`src/rtl/vec_addr_gen.sv`:
```
module vec_addr_gen #(
  parameter int AW     = 32,
  parameter int NBANK  = 16,
  parameter int LAT    = 4,
  parameter int MAX_VL = 64,
  parameter int VLW    = 8
) (
  input  logic                        clk,
  input  logic                        rst_n,
  input  logic                        start,
  input  logic [1:0]                  mode,
  input  logic [AW-1:0]               base,
  input  logic [AW-1:0]               stride,
  input  logic [VLW-1:0]              vlen,
  input  logic                        idx_valid,
  input  logic [AW-1:0]               idx_data,
  output logic                        idx_ready,
  output logic                        addr_valid,
  output logic [AW-1:0]               addr,
  output logic [$clog2(NBANK)-1:0]    addr_bank,
  output logic [$clog2(MAX_VL)-1:0]   addr_elem,
  output logic                        busy,
  output logic                        done
);
  localparam int BW = $clog2(NBANK);
  localparam int EW = $clog2(MAX_VL);
  localparam int NW = $clog2(MAX_VL + 1);
  localparam int CW = $clog2(LAT + 1);

  logic          busy_q, done_q, idx_mode_q;
  logic [AW-1:0] base_q, step_q, acc_q;
  logic [NW-1:0] elem_q, total_q, req_len;
  logic [CW-1:0] bank_cnt [NBANK];
  logic [AW-1:0] cur_addr;
  logic [BW-1:0] cur_bank;
  logic          issue, last;

  assign req_len  = (vlen > VLW'(MAX_VL)) ? NW'(MAX_VL) : NW'(vlen);
  assign cur_addr = idx_mode_q ? base_q + idx_data : acc_q;
  assign cur_bank = cur_addr[BW-1:0];
  assign issue    = busy_q && (bank_cnt[cur_bank] == '0) && (!idx_mode_q || idx_valid);
  assign last     = (elem_q == total_q - NW'(1));

  always_ff @(posedge clk) begin
    if (!rst_n) begin
      busy_q     <= 1'b0;
      done_q     <= 1'b0;
      idx_mode_q <= 1'b0;
      base_q     <= '0;
      step_q     <= '0;
      acc_q      <= '0;
      elem_q     <= '0;
      total_q    <= '0;
    end else begin
      done_q <= 1'b0;
      if (!busy_q) begin
        if (start) begin
          base_q     <= base;
          acc_q      <= base;
          step_q     <= (mode == 2'd1) ? stride : AW'(1);
          idx_mode_q <= (mode == 2'd2);
          elem_q     <= '0;
          total_q    <= req_len;
          busy_q     <= (req_len != '0);
          done_q     <= (req_len == '0);
        end
      end else if (issue) begin
        elem_q <= elem_q + NW'(1);
        acc_q  <= acc_q + step_q;
        if (last) begin
          busy_q <= 1'b0;
          done_q <= 1'b1;
        end
      end
    end
  end

  for (genvar b = 0; b < NBANK; b++) begin : g_bank
    always_ff @(posedge clk) begin
      if (!rst_n)
        bank_cnt[b] <= '0;
      else if (issue && cur_bank == BW'(b))
        bank_cnt[b] <= CW'(LAT - 1);
      else if (bank_cnt[b] != '0)
        bank_cnt[b] <= bank_cnt[b] - CW'(1);
    end
  end

  assign addr_valid = issue;
  assign idx_ready  = issue && idx_mode_q;
  assign addr       = cur_addr;
  assign addr_bank  = cur_bank;
  assign addr_elem  = elem_q[EW-1:0];
  assign busy       = busy_q;
  assign done       = done_q;
endmodule

```
`config.mk`:
```
export PLATFORM = sky130hd
export DESIGN_NAME = vec_addr_gen
export DESIGN_NICKNAME = d
export VERILOG_FILES = /design/src/rtl/vec_addr_gen.sv
export SDC_FILE = /design/constraint.sdc
export NUM_CORES = 1
export LEC_CHECK = 0
export CAP_MARGIN = 20
export CORE_UTILIZATION = 35
export CTS_BUF_LIST = sky130_fd_sc_hd__clkbuf_2 sky130_fd_sc_hd__clkbuf_4 sky130_fd_sc_hd__clkbuf_8
export CTS_CLUSTER_SIZE = 8
export DETAILED_ROUTE_END_ITERATION = 8
export HOLD_SLACK_MARGIN = 0.1
export PLACE_DENSITY = 0.65
export SLEW_MARGIN = 5
export SYNTH_ARGS = -nofsm -noshare
export SYNTH_HDL_FRONTEND = slang
export SYNTH_SLANG_ARGS = --single-unit
```
`constraint.sdc`:
```
create_clock -name clk -period 3.6 [get_ports clk]
set_input_delay 0.36 -clock clk [delete_from_list [all_inputs] [get_ports clk]]
set_output_delay 0.36 -clock clk [all_outputs]
set_load 0.01 [all_outputs]
```
## Yosys cells after proc, flatten, opt, wreduce, memory -nomap -nowiden

Memory sizes are Yosys's and may differ from the RTL's.
Index checks and enable logic that the tools add are counted.

| word-level totals | value |
|---|---|
| bits in registers | 113 |
| memory bits (writable) | 48 |
| logic and storage cells | 288 |
| memories kept | 1 |

Memory list:

| name | words | width | rd ports | clocked after memory_dff | wr ports | line | text |
|---|---|---|---|---|---|---|---|
| bank_cnt | 16 | 3 | 17 | 0 | 16 | 33 | `logic [CW-1:0] bank_cnt [NBANK];` |

| cells by class | value |
|---|---|
| $add $sub $neg | 20 |
| order comparisons | 1 |
| equal/unequal tests | 19 |
| mux-type cells | 162 |
| bitwise gates (word level) | 33 |
| reductions and logical operators | 44 |

Operators by type and width:

| kind | count |
|---|---|
| 32-bit 2-to-1 mux | 5 |
| 1-bit 2-to-1 mux | 121 |
| 3-bit 2-to-1 mux | 32 |
| 32-bit adder | 2 |
| 3-bit nonzero test | 16 |
| 3-bit by 1-bit subtractor with 3-bit output (second input constant) | 16 |
| 4-bit equality test (second input constant) | 8 |
| 1-bit OR | 32 |
| 7-bit 2-to-1 mux | 4 |
| 1-bit logical AND | 19 |
| 4-bit by 3-bit equality test with 1-bit output (second input constant) | 4 |
| 4-bit by 2-bit equality test with 1-bit output (second input constant) | 2 |
| 8-bit by 7-bit greater-than comparator with 1-bit output (second input constant) | 1 |
| 7-bit by 1-bit adder with 7-bit output (second input constant) | 1 |
| 7-bit equality test | 1 |
| 7-bit zero test | 1 |
| 7-bit nonzero test | 1 |
| 7-bit by 1-bit subtractor with 7-bit output (second input constant) | 1 |
| 4-bit by 1-bit equality test with 1-bit output (second input constant) | 1 |
| 4-bit zero test | 1 |
| 2-bit AND reduction | 2 |
| 3-bit zero test | 1 |
| 2-bit by 1-bit equality test with 1-bit output (second input constant) | 1 |
| 2-bit equality test (second input constant) | 1 |
| other kinds (5) | 5 |

## Depth between registers and ports, before layout

Gate-level depths: netlist of run 1.
An unclocked memory read counts as a cell.

| logic depth | value |
|---|---|
| depth after elaboration | 12 |
| depth in mapped cells | 14 |
| depth with buffers taken out | 14 |

## Worst setup path before layout of run 1

No wires, ideal clock.

| timing | value |
|---|---|
| path type | input port to output port |
| start point | in idx_data[0] |
| end point | out addr[30] |
| arrival time | 3106 ps |
| data required time | 3240 ps |
| setup slack | 134 ps |
| stages | 12 |
| path buffers | 0 |
| cells stage by stage | ha_1 > fa_1 > a21o_1 > a21oi_1 > o21bai_1 > a21oi_1 > o41ai_2 > a221o_2 > a311oi_4 > o21ai_2 > or3_1 > nand3_1 |

| on the way | value |
|---|---|
| cells in the longest elaborated chain, start to end | 2 |

Ends and longest elaborated chain:

| item | line | text |
|---|---|---|
| from (decl) | 16 | `input logic [AW-1:0] idx_data,` |
| 32-bit adder | 39 | `assign cur_addr = idx_mode_q ? base_q + idx_data : acc_q;` |
| 32-bit 2-to-1 mux | 39 |  |
| to (decl) | 19 | `output logic [AW-1:0] addr,` |

Every way passes these cells.

## Worst setup path in the final report of run 1

| timing | value |
|---|---|
| start point | reg base_q[0] |
| end point | out addr[30] |

| on the way | value |
|---|---|
| cells in the longest elaborated chain, start to end | 2 |

Ends and longest elaborated chain:

| item | line | text |
|---|---|---|
| from (decl) | 31 | `logic [AW-1:0] base_q, step_q, acc_q;` |
| from (signal assigned) | 58 | `base_q <= base;` |
| 32-bit adder | 39 |  |
| 32-bit 2-to-1 mux | 39 |  |

Every way passes these cells.

==> metrics, run 1 <==
outcome finished with violations; failing checks setup timing; most used cell, CP buf_4; port bufs 155; vias per inst 5.34; insertion delay to the later sink of the worst-skew pair 480 ps; area of the multi-input gates 6930 um^2; share of the synthesized area in the top cell type 20.8%; post-synthesis mux area share 5.05%; metal3 WL 1430 um; Tightest Pin Transition 843 ps; Post-Syn Instances 1301; GRT overflow 0; crit-path cells ha_4 > fa_2 > a21o_1 > a21oi_2 > o21bai_1 > a21oi_1 > buf_4 > o41ai_4 > a221o_2 > a311oi_4 > buf_4 > o21ai_2 > or3_1 > nand3_1 > buf_2; Slew HR 43.8%; total CTS buffers 17; fillers 2988; wl on met1 14500 um; Clock Sinks 161; XOR/XNOR Fraction of Synth Area 5.32%; GP Congestion 0.883; # hold bufs at CTS 0; synthesized flop and latch total 161; min Tclk post-route 4020 ps; initial drt markers 566; Hold WC Path Type input pin to flop; top cells by count, synth 210 x nor2_1, 115 x nand2_1, 113 x dfxtp_1; largest family of logic cells by synthesized area compound AO/OA/AOI/OAI gates; crit start category flop; CP max stage cell a221o_2; gr usage total 20.5%; drt wl/cell 16.5 um; Post-Syn Area 10900 um^2; total of max-cap violations 0; vias 10340; drt drc 0; Synth Area in Compound Gates 20.3%; initial core utilization 35.5%; Min Hold Slack 432 ps; EDFF count, synth 48; Worst path max stage delay 410 ps; pin count of the biggest net entering global routing 80; Max IR drop VDD 0.000236 V; critical path required time 3240 ps; ys flop type dfxtp_1; Pwr per Cell Area 472 nW/um^2; Seq/Total Area, Yosys 34.1%; Post-Synth Adder-Cell Area 11.4%; layout cells sized above 1 17.1%; TritonCTS clock tree yes; delay-heaviest family, CP compound AO/OA/AOI/OAI gates; Fin. Hold Viols 0; first-pass GRT wire length 51100 um; wirelength, routed 31900 um; post-layout instance count excluding filler cells 1937; Max Clock Freq 249 MHz; setup tns final -2470 ps; syn_nets 1509; Synth Area in Simple Gates 18.4%; initial antenna violation count 3; Syn Area/Cell 8.36 um^2; Reg2Reg Depth 12; number of H-tree levels 4; clk slew on worst S/H paths 90 ps; Nets 1733; CP Class flop to output port; # rows 64; DR top layer met4; area grow syn2layout 31.1%; vias in the first global route 10216; Post-DP HPWL 23600 um; final worst-path cycle share 112%; setup slack after placement -1070 ps; die area 31800 um^2; critical path depth 15; root buf cell clkbuf_8; I/O pin cnt 156; unique cell type count in the Yosys netlist 73; Worst Skew 22.2 ps; P_leak 0.00614 uW; Worst EP arrival 3660 ps; worst setup margin -418 ps; deepest clock path buffer count 2; Tot Pwr 6730 uW; asr flop ratio synth 0%; Die X 178 um; CP max FO 3; synth top area cells dfxtp_1 21%, edfxtp_1 13%, ha_1 11%, nor2_1 7.2%, a21oi_1 4.7%; Setup-failing EPs final 13; RSZ-0062 raised after global routing true; final slew viol count 0; count leader, synth nor2_1; met2 wire length 15200 um; die height 178 um; Buffers & Inverters on Critical Path 3; Core ar. 30600 um^2; sequential cell area 3710 um^2; hold depth 3; dpl cells 1877; Antenna Nets Post-Route 0; Yosys top cell by area dfxtp_1; Worst setup EP type output port; drt first pass iters 5; Synthesis Warnings 0
==> path summary, 6_finish.rpt <==
path                                 start    endpoint  slack [ps]
worst min-delay path             stride[0]   step_q[0]         430
worst max register to register    acc_q[1]   acc_q[31]         320
worst min register to register  base_q[18]  base_q[18]         460
worst max-delay path             base_q[0]    addr[30]        -420
==> tightest hold or removal path, delay by kind of cell <==
family	cells	cell delay, ps
buffers and inverters	2	450
AOI/OAI and AO/OA	1	50
==> layout make-up <==
type,instances,area share (%)
clock inverter,15,0.913
timing repair buffer,275,17.4
inverter,71,1.89
tap,396,3.48
antenna,3,0.0527
clock buffer,17,1.64
sequential,161,26.0
multi-input combinational,999,48.6
==> registers in the layout, indices dropped and copies added (netlist names) <==
register	cells
step_q	32
total_q	7
acc_q	32
elem_q	7
done	1
base_q	32
busy	1
bank_cnt	48
idx_mode_q	1
==> logic make-up (layout without fill, tap and decap cells) <==
kind of cell | Yosys count | in the layout
DFF | 161 | 161
adders and majority gates | 98 | 98
xor gates and xnor gates | 66 | 66
and+or+nand+nor | 456 | 456
buffers and inverters | 141 | 378
AOI/OAI and AO/OA | 328 | 328
muxes | 51 | 51
other | 0 | 3
==> per-stage QoR <==
step                instance area (um^2)  util (%)
floorplan                          10900         -
global placement                   13400      43.7
detailed placement                 13400      43.7
CTS                                14100      46.1
global route                       14300      46.6
finish                             14300      46.6
==> power by group <==
group,switching (uW),internal (uW)
Combinational,1540,1350
Clock,794,498
Sequential,217,2320
Total,2550,4170
==> metal layers <==
layer | vias up | track usage [%]
met5 | - | 0
met1 | 4906 | 26.3
met3 | 50 | 3.01
met4 | 0 | 7.98
li1 | 5108 | -
met2 | 276 | 34.4
==> timing repair <==
item,CTS,global route
resized for setup,146,36
pin swaps,37,30
setup buffers,21,6
setup endpoints to repair,27,27
==> cells in the final DEF (no fill, tap or decap), types with 38 or more instances in the layout <==
cell type,instances
a22oi_1,38
nand2_1,114
a21oi_1,94
ha_1,92
dfxtp_1,108
inv_1,68
nor2_1,209
xnor2_1,42
buf_4,108
clkdlybuf4s50_1,124
edfxtp_1,48
No activity file was read; power rests on OpenSTA's default activity.
==> run 2, diff against run 1 <==
--- a/config.mk
+++ b/config.mk
@@ -6,12 +6,14 @@
 export NUM_CORES = 1
 export LEC_CHECK = 0
 export CAP_MARGIN = 20
-export CORE_UTILIZATION = 35
+export CELL_PAD_IN_SITES_DETAIL_PLACEMENT = 1
+export CELL_PAD_IN_SITES_GLOBAL_PLACEMENT = 2
+export CORE_UTILIZATION = 31
 export CTS_BUF_LIST = sky130_fd_sc_hd__clkbuf_2 sky130_fd_sc_hd__clkbuf_4 sky130_fd_sc_hd__clkbuf_8
 export CTS_CLUSTER_SIZE = 8
 export DETAILED_ROUTE_END_ITERATION = 8
 export HOLD_SLACK_MARGIN = 0.1
-export PLACE_DENSITY = 0.65
+export PLACE_DENSITY = 0.87
 export SLEW_MARGIN = 5
 export SYNTH_ARGS = -nofsm -noshare
 export SYNTH_HDL_FRONTEND = slang
==> run 2 against run 1 <==
The flow still finishes with violations (setup timing). Worst setup slack got worse by 120 ps. Clock skew barely moved. Worst hold slack got worse by 10 ps. Die area rose by 13%. Sequential power barely moved. Sequential share of layout area fell by 0.62 points. First-iteration DRC count fell by 23%. Clock power rose by 9%. Critical path type unchanged. Largest cell class unchanged.
==> metrics, run 2 (synthesis results as in run 1) <==
Nets 1750; total CTS buffers 17; total of max-cap violations 0; Pwr per Cell Area 479 nW/um^2; Seq pwr share 36.4%; RSZ-0062 raised after global routing true; final slew viol count 0; GRT overflow 0; vias in the first global route 10855; pin count of the biggest net entering global routing 67; crit start category flop; Die X 189 um; root buf cell clkbuf_8; number of H-tree levels 4; outcome finished with violations; Reg with most FFs bank_cnt; Sw Share 38.3%; die height 189 um; worst setup margin -541 ps; Final Core Density 42.3%; Hold WC Path Type input pin to flop; initial antenna violation count 1; Max IR drop VDD 0.000208 V; deepest clock path buffer count 2; CP max FO 3; port bufs 155; setup tns final -3640 ps; fillers 4114; Setup-failing EPs final 18; CP Class flop to output port; Clock Sinks 161; wirelength, routed 36400 um; Reg2Reg Launch Point base_q[0]; vias per inst 5.20; Tot Pwr 7000 uW; # hold bufs at CTS 0; drt wl/cell 18.1 um; initial drt markers 437; min Tclk post-route 4140 ps; Gate power share 43.4%; Core ar. 34500 um^2; insertion delay to the later sink of the worst-skew pair 480 ps; Antenna Nets Post-Route 0; TritonCTS clock tree yes; Worst Hold Launch stride[0]; met2 wire length 18300 um; I/O pin cnt 156; Worst EP arrival 3780 ps; Worst setup EP type output port; # rows 68; clock network power share 20.2%; switching power 2680 uW; most frequent cells in the layout 209 x nor2_1, 125 x clkdlybuf4s50_1, 115 x buf_4; failing checks setup timing; dpl cells 1946; drt first pass iters 6; P_leak 0.00625 uW; clk slew on worst S/H paths 100 ps; vias 10465; metal3 WL 1140 um; Worst Skew 21.8 ps; final worst-path cycle share 115%; number of flip-flops in the largest register 48; Max Clock Freq 241 MHz; area grow syn2layout 34.4%; post-layout instance count excluding filler cells 2011; initial core utilization 31.5%; Fin. Hold Viols 0; gr usage total 20.3%; wl on met1 16200 um; Post-DP HPWL 26500 um; critical path required time 3240 ps; Worst setup startpoint base_q[0]; DR top layer met5; layout cells sized above 1 18.7%; Min Hold Slack 422 ps; Int Pwr 4320 uW; Tightest Pin Transition 822 ps; drt drc 0; first-pass GRT wire length 57400 um; Slew HR 45.2%; GP Congestion 0.817; commonest non-fill, non-tap cell in the layout nor2_1; die area 35800 um^2
run 2: cell count changes in the layout (fill, tap and decap cells not counted), sizes merged:
| cell | change |
|---|---|
| dlymetal6s2s | -3 |
| bufinv | +1 |
| buf | +20 |
| diode | -2 |
| clkinv | -3 |
| dlygate4sd2 | +2 |
| inv | +2 |
| clkinvlp | -1 |
| clkbuf | -1 |
| clkdlybuf4s50 | +1 |
| clkdlybuf4s15 | -1 |
run 2: worst max-delay path, stage by stage, from the launching register on:
cell	delay, ps
dfxtp_2	350
ha_4	160
fa_2	360
a21o_1	230
a21oi_2	160
o21bai_1	90
a21oi_1	160
buf_4	170
o41ai_4	120
a221o_2	420
a311oi_4	260
buf_6	160
buf_4	110
o21bai_4	70
buf_4	130
nand3_2	70
o311ai_2	100
buf_2	170
run 2: worst paths after layout:
| kind | endpoint | slack, ps | depth (start not counted) |
|---|---|---|---|
| setup reg to reg | acc_q[17] | 160 | 15 |
| hold / removal | step_q[0] | 420 | 3 |
| hold reg to reg | base_q[29] | 460 | 2 |
| setup / recovery | addr[26] | -540 | 17 |
run 2: area by class of cell:
type | count | area, um^2 | area share [%]
clock buffer | 18 | 241 | 1.65
sequential | 161 | 3710 | 25.4
inverter | 71 | 269 | 1.84
antenna | 1 | 2.50 | 0.0171
tap | 455 | 569 | 3.89
timing repair buffer | 292 | 2680 | 18.3
multi-input combinational | 999 | 7000 | 47.9
clock inverter | 14 | 145 | 0.993
run 2: routing by layer:
layer	up-vias	track usage (%)
met5	-	0
met4	2	5.65
met3	48	2.85
met2	188	36.6
met1	5100	24.9
li1	5127	-
run 2: repair_timing:
action | in CTS | in global routing
pin swaps | 35 | 33
resized for setup | 158 | 56
setup endpoints to repair | 28 | 29
setup buffers | 24 | 12
gates cloned | 0 | 0
run 2: power by group through the flow:
stage / registers [uW] / logic, uW / clock network (uW)
2_1_floorplan: 2510 / 1850 / 0
3_3_place_gp: 2560 / 2770 / 0
3_5_place_dp: 2590 / 2880 / 0
4_1_cts: 2550 / 2960 / 1450
5_1_grt: 2600 / 3380 / 1530
6_report: 2550 / 3030 / 1410
run 2: stage by stage:
step | instance area (um^2) | setup slack [ps]
6_report | 14600 | -541
4_1_cts | 14300 | -550
3_5_place_dp | 13500 | -1190
3_3_place_gp | 13500 | -1120
2_1_floorplan | 10900 | 134
5_1_grt | 14600 | -699
==> run 3, diff against run 2 <==
--- a/config.mk
+++ b/config.mk
@@ -8,12 +8,13 @@
 export CAP_MARGIN = 20
 export CELL_PAD_IN_SITES_DETAIL_PLACEMENT = 1
 export CELL_PAD_IN_SITES_GLOBAL_PLACEMENT = 2
-export CORE_UTILIZATION = 31
+export CORE_UTILIZATION = 35
 export CTS_BUF_LIST = sky130_fd_sc_hd__clkbuf_2 sky130_fd_sc_hd__clkbuf_4 sky130_fd_sc_hd__clkbuf_8
 export CTS_CLUSTER_SIZE = 8
 export DETAILED_ROUTE_END_ITERATION = 8
+export DONT_BUFFER_PORTS = 1
 export HOLD_SLACK_MARGIN = 0.1
-export PLACE_DENSITY = 0.87
+export PLACE_DENSITY = 0.85
 export SLEW_MARGIN = 5
 export SYNTH_ARGS = -nofsm -noshare
 export SYNTH_HDL_FRONTEND = slang
==> run 3 against run 2 <==
The run still ends with setup timing left. Sequential share of layout area is 2.9 points higher. Clock power hardly changed. Clock skew is 2.6 ps lower. Global-route usage is 1.5 points higher. Largest power group unchanged. Flip-flop and latch count stayed put. Cell count is 11% lower. Die area is 11% lower.
==> metrics, run 3 (synthesis results as in run 1) <==
Setup-failing EPs final 6; worst setup margin -253 ps; CP Class flop to output port; Slew HR 41.9%; wirelength, routed 34800 um; setup slack after placement -118 ps; number of H-tree levels 4; final worst-path cycle share 107%; Gate power share 39.8%; TritonCTS clock tree yes; failing checks setup timing; initial drt markers 381; Core ar. 30600 um^2; pin count of the biggest net entering global routing 77; outcome finished with violations; first-pass GRT wire length 53800 um; Hold WC Path Type input pin to flop; initial core utilization 35.5%; die height 178 um; Worst setup EP type output port; Pwr per Cell Area 507 nW/um^2; final slew viol count 0; drt wl/cell 19.4 um; Int Pwr 4110 uW; vias 9781; insertion delay to the later sink of the worst-skew pair 490 ps; clk slew on worst S/H paths 90 ps; crit start category flop; Clock Sinks 161; Fin. Hold Viols 0; setup tns final -978 ps; # rows 64; gr usage total 21.8%; GP Congestion 0.787; port bufs 0; number of flip-flops in the largest register 48; root buf cell clkbuf_8; Antenna Nets Post-Route 0; most frequent cells in the layout 207 x nor2_1, 114 x nand2_1, 108 x dfxtp_1; Tightest Pin Transition 868 ps; initial antenna violation count 2; area grow syn2layout 20.4%; Max IR drop VDD 0.000228 V; vias per inst 5.46; Worst EP arrival 3490 ps; total CTS buffers 17; total of max-cap violations 0; die area 31800 um^2; CP max FO 4; Final Core Density 42.8%; Reg with most FFs bank_cnt; fillers 3611; switching power 2530 uW; vias in the first global route 10259; Die X 178 um; Max Clock Freq 260 MHz; critical path required time 3240 ps; drt drc 0; Nets 1590; Seq pwr share 38.5%; drt first pass iters 4; clock network power share 21.7%; RSZ-0062 raised after global routing true; Post-DP HPWL 24600 um; deepest clock path buffer count 2; commonest non-fill, non-tap cell in the layout nor2_1; P_leak 0.00546 uW; layout cells sized above 1 13.0%; GRT overflow 0; min Tclk post-route 3850 ps; Worst Skew 19.2 ps; I/O pin cnt 156; Sw Share 38.1%
run 3: changes by cell type in the layout (fill, tap and decap cells not counted), moves of 3 or more:
cell             before  now
dlygate4sd2_1         6    0
mux2_2                7   13
buf_6                32    7
buf_12                5    1
clkinv_1              0    3
dlygate4sd3_1         0   77
inv_6                 7    0
mux2_4               14    8
a21oi_1              94   97
clkdlybuf4s50_1     125    0
a21oi_2               9    6
buf_4               115   47
buf_2                 6    0
run 3: metal layers:
layer,vias up,share of wire [%],wire length [um],GRT usage [%]
met5,-,0,0,0
met3,35,4.5,1580,4.75
met2,162,51,17800,39.6
met1,4774,43,14900,25.8
met4,0,1.4,503,5.40
li1,4810,-,-,-
run 3: final cells by class:
type,instances,area [um^2],share of cell area (%)
clock buffers,17,234,1.79
inverters,71,272,2.07
flip-flops and latches,161,3710,28.3
well taps,396,495,3.78
multi-input cells,999,6990,53.4
repair buffers,132,1220,9.33
clock inverters,15,169,1.29
diodes,2,5.00,0.0382
run 3: what timing repair did:
| action | in CTS | in global routing |
|---|---|---|
| setup buffers | 11 | 9 |
| endpoints found under the setup margin | 17 | 18 |
| gates resized for setup | 42 | 46 |
| cloned | 0 | 0 |
| hold endpoints to repair | 102 | 0 |
| pin swaps | 26 | 11 |
| hold buffers | 77 | 0 |
run 3: power groups by stage:
stage / Combinational [uW] / Clock (uW) / Sequential (uW)
2_1_floorplan: 1850 / 0 / 2510
3_3_place_gp: 2300 / 0 / 2570
3_5_place_dp: 2390 / 0 / 2600
4_1_cts: 2560 / 1480 / 2560
5_1_grt: 3010 / 1540 / 2600
6_report: 2640 / 1440 / 2550
run 3: final timing paths:
check | start | endpoint | slack (ps) | depth (start not counted)
worst min register to register | base_q[19] | base_q[19] | 470 | 2
worst max-delay path | base_q[0] | addr[30] | -250 | 14
worst max register to register | base_q[0] | bank_cnt[10][2] | 330 | 13
worst min-delay path | base[5] | acc_q[5] | 130 | 2
run 3: critical path, stage by stage (launching register included):
cell and delay (ps):
dfxtp_2 340, ha_4 160, fa_2 340, a21o_1 210, a21oi_2 150, o21bai_1 80, a21oi_1 130, buf_4 160
o41ai_4 80, a221o_2 430, a311oi_4 220, buf_6 170, o21ai_2 80, or3_1 350, nand3_2 110
run 3: stage by stage:
stage / hold WS (ps) / area, um^2 / cells / total power, uW
floorplan: 440 / 10900 / 1301 / 4360
global placement: 446 / 11400 / 1663 / 4870
detailed placement: 457 / 11400 / 1663 / 4990
CTS: 105 / 12800 / 1783 / 6600
global route: 132 / 13100 / 1793 / 7150
finish: 133 / 13100 / 1793 / 6640
